===== src/rtl/cfg_rd_pkg.sv =====
package cfg_rd_pkg;
  localparam int unsigned NUM_PAGES = 4;
  localparam int unsigned PAGE_SEL_W = 2;
endpackage


===== src/rtl/cfg_rd_page_dec.sv =====
module cfg_rd_page_dec
  import cfg_rd_pkg::*;
#(
  parameter int unsigned ADDR_W = 6
) (
  input  logic                  page_en_i,
  input  logic [PAGE_SEL_W-1:0] page_sel_i,
  output logic [ADDR_W-1:0]     start_o,
  output logic [ADDR_W-1:0]     top_o
);
  localparam int unsigned PART_W = ADDR_W - PAGE_SEL_W;

  always_comb begin
    if (page_en_i) begin
      start_o = {page_sel_i, {PART_W{1'b0}}};
      top_o   = {page_sel_i, {PART_W{1'b1}}};
    end else begin
      start_o = '0;
      top_o   = '1;
    end
  end
endmodule


===== src/rtl/cfg_rd_counters.sv =====
module cfg_rd_counters #(
  parameter int unsigned ADDR_W = 6,
  parameter int unsigned WORD_W = 8,
  localparam int unsigned BIT_W = $clog2(WORD_W)
) (
  input  logic              clk_i,
  input  logic              rst_ni,
  input  logic              clr_i,
  input  logic              adv_i,
  input  logic [ADDR_W-1:0] start_i,
  input  logic [ADDR_W-1:0] top_i,
  output logic [ADDR_W-1:0] addr_o,
  output logic [BIT_W-1:0]  bit_o,
  output logic              done_o
);
  localparam logic [BIT_W-1:0] LAST_BIT = BIT_W'(WORD_W - 1);

  always_ff @(posedge clk_i or negedge rst_ni) begin
    if (!rst_ni) begin
      addr_o <= '0;
      bit_o  <= '0;
      done_o <= 1'b0;
    end else if (clr_i) begin
      addr_o <= start_i;
      bit_o  <= '0;
      done_o <= 1'b0;
    end else if (adv_i && !done_o) begin
      if (bit_o == LAST_BIT) begin
        if (addr_o == top_i) begin
          done_o <= 1'b1;           // saturate on the final bit
        end else begin
          addr_o <= addr_o + 1'b1;
          bit_o  <= '0;
        end
      end else begin
        bit_o <= bit_o + 1'b1;
      end
    end
  end
endmodule


===== src/rtl/cfg_rd_store.sv =====
module cfg_rd_store #(
  parameter int unsigned ADDR_W  = 6,
  parameter int unsigned WORD_W  = 8,
  parameter int unsigned PRE_MUL = 29,
  parameter int unsigned PRE_ADD = 90,
  localparam int unsigned BIT_W  = $clog2(WORD_W),
  localparam int unsigned DEPTH  = 2 ** ADDR_W
) (
  input  logic [ADDR_W-1:0] addr_i,
  input  logic [BIT_W-1:0]  bit_i,
  output logic              data_o
);
  localparam logic [BIT_W-1:0] LAST_BIT = BIT_W'(WORD_W - 1);

  logic [WORD_W-1:0] rom_q [DEPTH];

  initial begin
    for (int unsigned i = 0; i < DEPTH; i++) begin
      rom_q[i] = WORD_W'(i * PRE_MUL + PRE_ADD);
    end
  end

  logic [WORD_W-1:0] word;
  assign word   = rom_q[addr_i];
  assign data_o = word[LAST_BIT - bit_i];
endmodule


===== src/rtl/cfg_rd_seq.sv =====
module cfg_rd_seq
  import cfg_rd_pkg::*;
#(
  parameter int unsigned ADDR_W  = 6,
  parameter int unsigned WORD_W  = 8,
  parameter int unsigned PRE_MUL = 29,
  parameter int unsigned PRE_ADD = 90
) (
  input  logic                  clk_i,
  input  logic                  rst_ni,
  input  logic                  ser_en_i,
  input  logic                  ce_ni,
  input  logic                  rst_oe_ni,
  input  logic                  page_en_i,
  input  logic [PAGE_SEL_W-1:0] page_sel_i,
  output logic                  data_o,
  output logic                  data_oe_o,
  output logic                  ce_no,
  output logic                  standby_o
);
  localparam int unsigned BIT_W = $clog2(WORD_W);

  logic [ADDR_W-1:0] start, top, addr;
  logic [BIT_W-1:0]  bit_cnt;
  logic              done, clr, adv;

  assign clr = ser_en_i && !rst_oe_ni;
  assign adv = ser_en_i && rst_oe_ni && !ce_ni;

  cfg_rd_page_dec #(.ADDR_W(ADDR_W)) u_dec (
    .page_en_i (page_en_i),
    .page_sel_i(page_sel_i),
    .start_o   (start),
    .top_o     (top)
  );

  cfg_rd_counters #(.ADDR_W(ADDR_W), .WORD_W(WORD_W)) u_cnt (
    .clk_i  (clk_i),
    .rst_ni (rst_ni),
    .clr_i  (clr),
    .adv_i  (adv),
    .start_i(start),
    .top_i  (top),
    .addr_o (addr),
    .bit_o  (bit_cnt),
    .done_o (done)
  );

  cfg_rd_store #(
    .ADDR_W(ADDR_W), .WORD_W(WORD_W), .PRE_MUL(PRE_MUL), .PRE_ADD(PRE_ADD)
  ) u_store (
    .addr_i(addr),
    .bit_i (bit_cnt),
    .data_o(data_o)
  );

  // Cascade: after end of range, pass chip enable through while output is enabled
  assign ce_no     = (ser_en_i && done && rst_oe_ni) ? ce_ni : 1'b1;
  assign data_oe_o = adv;
  assign standby_o = ser_en_i && ce_ni;
endmodule


===== config.mk =====
export PLATFORM = sky130hd
export DESIGN_NAME = cfg_rd_seq
export DESIGN_NICKNAME = d
export VERILOG_FILES = /design/src/rtl/cfg_rd_pkg.sv /design/src/rtl/cfg_rd_page_dec.sv /design/src/rtl/cfg_rd_counters.sv /design/src/rtl/cfg_rd_store.sv /design/src/rtl/cfg_rd_seq.sv
export SDC_FILE = /design/constraint.sdc
export NUM_CORES = 1
export LEC_CHECK = 0
export BUFFER_PORTS_ARGS = -buffer_cell sky130_fd_sc_hd__buf_2
export CORE_MARGIN = 5
export CORE_UTILIZATION = 45
export DETAILED_ROUTE_END_ITERATION = 6
export GPL_TIMING_DRIVEN = 0
export PLACE_DENSITY = 0.71
export SKIP_CTS_REPAIR_TIMING = 1
export SLEW_MARGIN = 20
export SYNTH_ARGS = -nofsm -noshare
export SYNTH_HDL_FRONTEND = slang
export SYNTH_SLANG_ARGS = --single-unit

===== constraint.sdc =====
create_clock -name clk_i -period 3 [get_ports clk_i]
set_input_delay 0.6 -clock clk_i [delete_from_list [all_inputs] [get_ports clk_i]]
set_output_delay 0.6 -clock clk_i [all_outputs]
set_load 0.01 [all_outputs]

Word level (Yosys, flattened, before mapping):

Memories as Yosys holds them, arrays and structs flattened.
Cells that the tools add are included.

* memory bits (read-only): 512
* output and inout bits: 4
* memories kept: 1
* bits of input ports: 8
* flip-flop bits (word level): 10
* logic and storage cells: 45

Memory list
* u_store.rom_q: words 64, bits a word 8, rd ports 1, clocked after memory_dff 0, wr ports 0, RTL line cfg_rd_store.sv:15 `logic [WORD_W-1:0] rom_q [DEPTH];`

* equality and inequality tests: 4
* order comparisons: 1
* reduce and logical (&&, ||, !) cells: 16
* multiplexer cells: 17
* add/sub/neg operators: 3

Operators with widths (count)
* two-way mux 6 bit: 6
* two-way mux 3 bit: 4
* logical AND 1 bit: 7
* adder 6 x 1 -> 6 bit (second input constant): 1
* == test 6 bit: 1
* two-way mux 1 bit: 6
* AND reduction 3 bit: 2
* nonzero test 2 bit: 3
* less-than comparator 3 x 4 -> 1 bit (second input constant): 1
* adder 3 x 1 -> 3 bit (second input constant): 1
* binary-select mux 1 bit (select 3 bit): 1
* == test 3 bit (second input constant): 1
* zero test 1 bit: 3
* != test 3 bit (second input constant): 1
* subtractor 3 bit (first input constant): 1
* != test 2 bit (second input constant): 1
* AND reduction 2 bit: 1

Logic depth before layout (Yosys ltp):

* depth in word-level cells: 6
* gate-level depth with buffers: 10

Hierarchy:

A second synthesis with hierarchy kept.

* cell total of the unflattened synthesis: 174
* area total of the unflattened synthesis: 1502.7 sq um

Modules (own cells, without submodules)
* cfg_rd_counters: sequential area each 250.2 sq um, instances 1, cells each 69, area each 715.7 sq um
* cfg_rd_store: sequential area each 0.0 sq um, instances 1, cells each 87, area each 660.6 sq um
* cfg_rd_page_dec: sequential area each 0.0 sq um, instances 1, cells each 14, area each 92.6 sq um
* cfg_rd_seq: sequential area each 0.0 sq um, instances 1, cells each 4, area each 33.8 sq um

Worst setup path before layout:

Ideal clock, no wire load.

* path type: reg2out
* from: register u_cnt.addr_o[0]
* to: output port data_o
* data arrival time: 1898 ps
* stages on the path, launching flop included: 11
* setup slack: 502 ps
* buffers on the path: 2
* required time: 2400 ps
* cells stage by stage: dfrtp_1 > buf_2 > inv_1 > ha_1 > clkbuf_1 > xnor2_1 > a21oi_1 > o21ai_0 > o311a_1 > a31oi_1 > o31a_1

* word-level cells in the longest chain between the ends: 3

RTL lines
* start, declared: RTL line cfg_rd_counters.sv:12 `output logic [ADDR_W-1:0] addr_o,`
* start signal, assigned: RTL line cfg_rd_counters.sv:24 `addr_o <= start_i;`
* start signal, assigned: RTL line cfg_rd_counters.sv:32 `addr_o <= addr_o + 1'b1;`
* memory read (64 x 8 bit)
* binary-select mux 1 bit (select 3 bit): RTL line cfg_rd_store.sv:25 `assign data_o = word[LAST_BIT - bit_i];`
* two-way mux 1 bit (implied by the code): RTL line cfg_rd_store.sv:25
* end, declared: RTL line cfg_rd_seq.sv:16 `output logic data_o,`

No other way between the ends. The select of a mux whose other input is x is not followed.

Final worst setup path:

Ends and elaborated chain as after synthesis.

==> metrics.txt <==
Final GP Congestion approximately 0.93; highest-delay cell along the critical path mux4_2; area overhead of the layout relative to synthesis 14.8%; minimum clock period 2.88 ns; Setup Skew around 0.011 ns; cell taking the most area after synthesis dfrtp_1; fmax 0.348 GHz; Worst IR Drop VDD 274 uV; cell-by-cell listing of the critical path buf_4 > inv_4 > ha_2 > inv_1 > mux4_2 > o21ai_1 > o311a_1 > a31oi_1 > o31a_1 > buf_2; proportion of synthesized chip area in sequential cells 20.4%; die footprint 0.00387 mm^2; Crit path arrival time approximately 2.3 ns; Top delay family on crit path multiplexers; number of iterations in the first detailed-routing pass 4; Final #Nets 200; worst min-delay path category primary input to asynchronous set/reset pin; proportion of layout cells with a drive suffix above 1 20.3%; routed length per instance 14.6 um; io pins 12; total number of yosys warnings 0; number of buffers on the longest clock path 2; power per cell area between 200 and 300 mW/mm^2; Worst Setup Path Type flip-flop to output port; sink count of the clock tree 10; area of combinational cells with multiple inputs 900 um^2; vertical die dimension 62.2 um; number of max-cap violations 0; Slew HR 63.8%; Crit path buffers/inverters 4; peak per-stage delay on the critical path 0.48 ns; number of antenna violations at the first check in global routing 0; Setup crit end kind output port; Req. time, crit path between 2 and 2.5 ns; number of different library cells in the post-synthesis netlist 39; post-detailed-placement half-perimeter wirelength 2.32 mm; wire length reported by the detailed router ~3 mm; leakage power of the design just under 0.6 nW; overall fraction of global-route tracks in use roughly 16%; Final Util 52.4%; ANT cells 0; largest net degree at the start of global routing 11; share of the cycle needed by the critical path after routing 95.9%; number of hold-slack violations in the final timing report 0; final number of setup-violating endpoints 0; most common cell after layout, fill and taps aside nand2_1; DRC viols 0; average footprint of a synthesized cell just under 8 um^2; final instance count without filler cells between 200 and 250; wire length of the first global-routing pass 5.20 mm; routed via count 1230; number of cells produced by synthesis 158; number of clock buffers inserted by TritonCTS 3; Tightest Pin Transition roughly 0.54 ns; area share of the leading cell type in the synthesized netlist 20.4%; count of input and output buffers 11; number of nets still failing antenna checks after routing 0; sequential standard cell area 253 um^2; H-tree depth 1; CTS clk-pin slew, worst paths about 0.080 ns; number of max-slew violations in the final report 0; crit start category flip-flop; unrepaired setup endpoints after global routing no; cell types occupying the most area after synthesis dfrtp_1 20%, ha_1 14%, o21ai_0 5.7%; DRC violation total after the first TritonRoute iteration 70; fill cell instance count of the final layout 257; TritonCTS clock tree yes; buffer type at the clock tree root clkbuf_4; Via-to-Cell Ratio 5.91; commonest non-fill, non-tap cells in the layout 16 x nand2_1, 14 x buf_2, 13 x o21ai_0; remaining global-route overflow 0; die span in x around 62 um; maximum fanout along the worst path 9; initial core utilization about 46%; source-to-sink clock delay at the later pin of the worst-skew pair 0.27 ns; number of cells after detailed placement 200; post-synthesis instance area 0.00122 mm^2; status finished clean; post-synth net total between 150 and 200; number of flip-flops and latches in the synthesized netlist 10; via count of the first global-routing pass 1134; floorplan row count 19; core area 0.00269 mm^2
==> per-stage QoR <==
| step | hold WS [ns] | power (mW) | instance area, um^2 | TNS (ns) | setup WS [ns] |
|---|---|---|---|---|---|
| final | 0.171 | 0.360 | 1410 | 0 | 0.123 |
| after global routing | 0.180 | 0.379 | 1410 | 0 | 0.0236 |
| after CTS | 0.173 | 0.363 | 1360 | -0.195 | -0.195 |
| after detailed placement | 0.473 | 0.237 | 1320 | 0 | 0.120 |
| after global placement | 0.468 | 0.234 | 1320 | 0 | 0.162 |
| after floorplan | 0.304 | 0.207 | 1220 | 0 | 0.502 |
==> cells in the mapped netlist (all sizes together) <==
library cell	n
mux4	2
nand3	8
a311oi	1
a32oi	2
inv	9
clkbuf	6
buf	4
or3	1
dfrtp	10
nor2	12
nor4	1
nand2	16
o31ai	1
mux2i	4
a21oi	9
o311a	1
ha	14
xor2	1
o311ai	2
o211ai	8
a32o	1
or4	1
nand3b	2
and2	3
nand4	2
a22oi	1
nor3	3
nand2b	2
a31oi	1
o2111ai	2
xnor2	4
and3	1
o21ai	15
o31a	1
nand4bb	1
nor2b	5
clkinv	1
==> registers in the layout, summed over array words and instances, names as in the netlist <==
| signal | cells |
|---|---|
| u_cnt.addr_o | 6 |
| u_cnt.done_o | 1 |
| u_cnt.bit_o | 3 |
==> metal layers <==
metal  GRT usage [%]  up-vias  routed length (um)
li1                -      614                   -
met1            21.4      584                1390
met2            26.2       27                1480
met3            4.32        5                 135
met4            2.71        0                  25
met5               0        -                   0
==> final timing paths <==
path                              endpoint  cells after the start             from  slack [ns]
max                                 data_o                     10  u_cnt.addr_o[0]        0.12
min                         u_cnt.bit_o[1]                      1           rst_ni        0.17
max reg2reg                u_cnt.addr_o[5]                      6  u_cnt.addr_o[5]        1.16
min reg2reg                   u_cnt.done_o                      2     u_cnt.done_o        0.58
max in group asynchronous  u_cnt.addr_o[1]                      1           rst_ni        2.61
min in group clk_i            u_cnt.done_o                      2     u_cnt.done_o        0.58
==> layout make-up <==
cell class              instances  area share, %
plain buffers                   9           3.02
clock buffers                   4           2.58
inverters                      10           3.11
multi-input cells             128           64.0
flip-flops and latches         10           18.0
well taps                      31           2.76
repair buffers                 16           6.58
==> cells by family (layout without fill, tap and decap cells) <==
group | after synthesis | count (layout) | share of synthesized area [%]
muxes | 6 | 6 | 6.95
AOI/OAI and AO/OA | 45 | 45 | 24.7
buffers and inverters | 20 | 39 | 6.54
xor gates and xnor gates | 5 | 5 | 3.57
and+or+nand+nor | 58 | 58 | 23.5
DFF | 10 | 10 | 20.4
adders and majority gates | 14 | 14 | 14.3
==> worst register-to-register path, stage by stage (launching register included) <==
cell	delay, ns
dfrtp_1	0.44
xor2_1	0.17
o31ai_1	0.09
a32oi_2	0.27
o21ai_2	0.18
or4_1	0.53
nand3_1	0.09
==> where the power goes <==
| group | switching (mW) | internal (mW) |
|---|---|---|
| Combinational | 0.0552 | 0.0346 |
| Clock | 0.0502 | 0.0738 |
| Sequential | 0.00636 | 0.140 |
| Total | 0.112 | 0.248 |
Power figures use the tool's default switching activity.
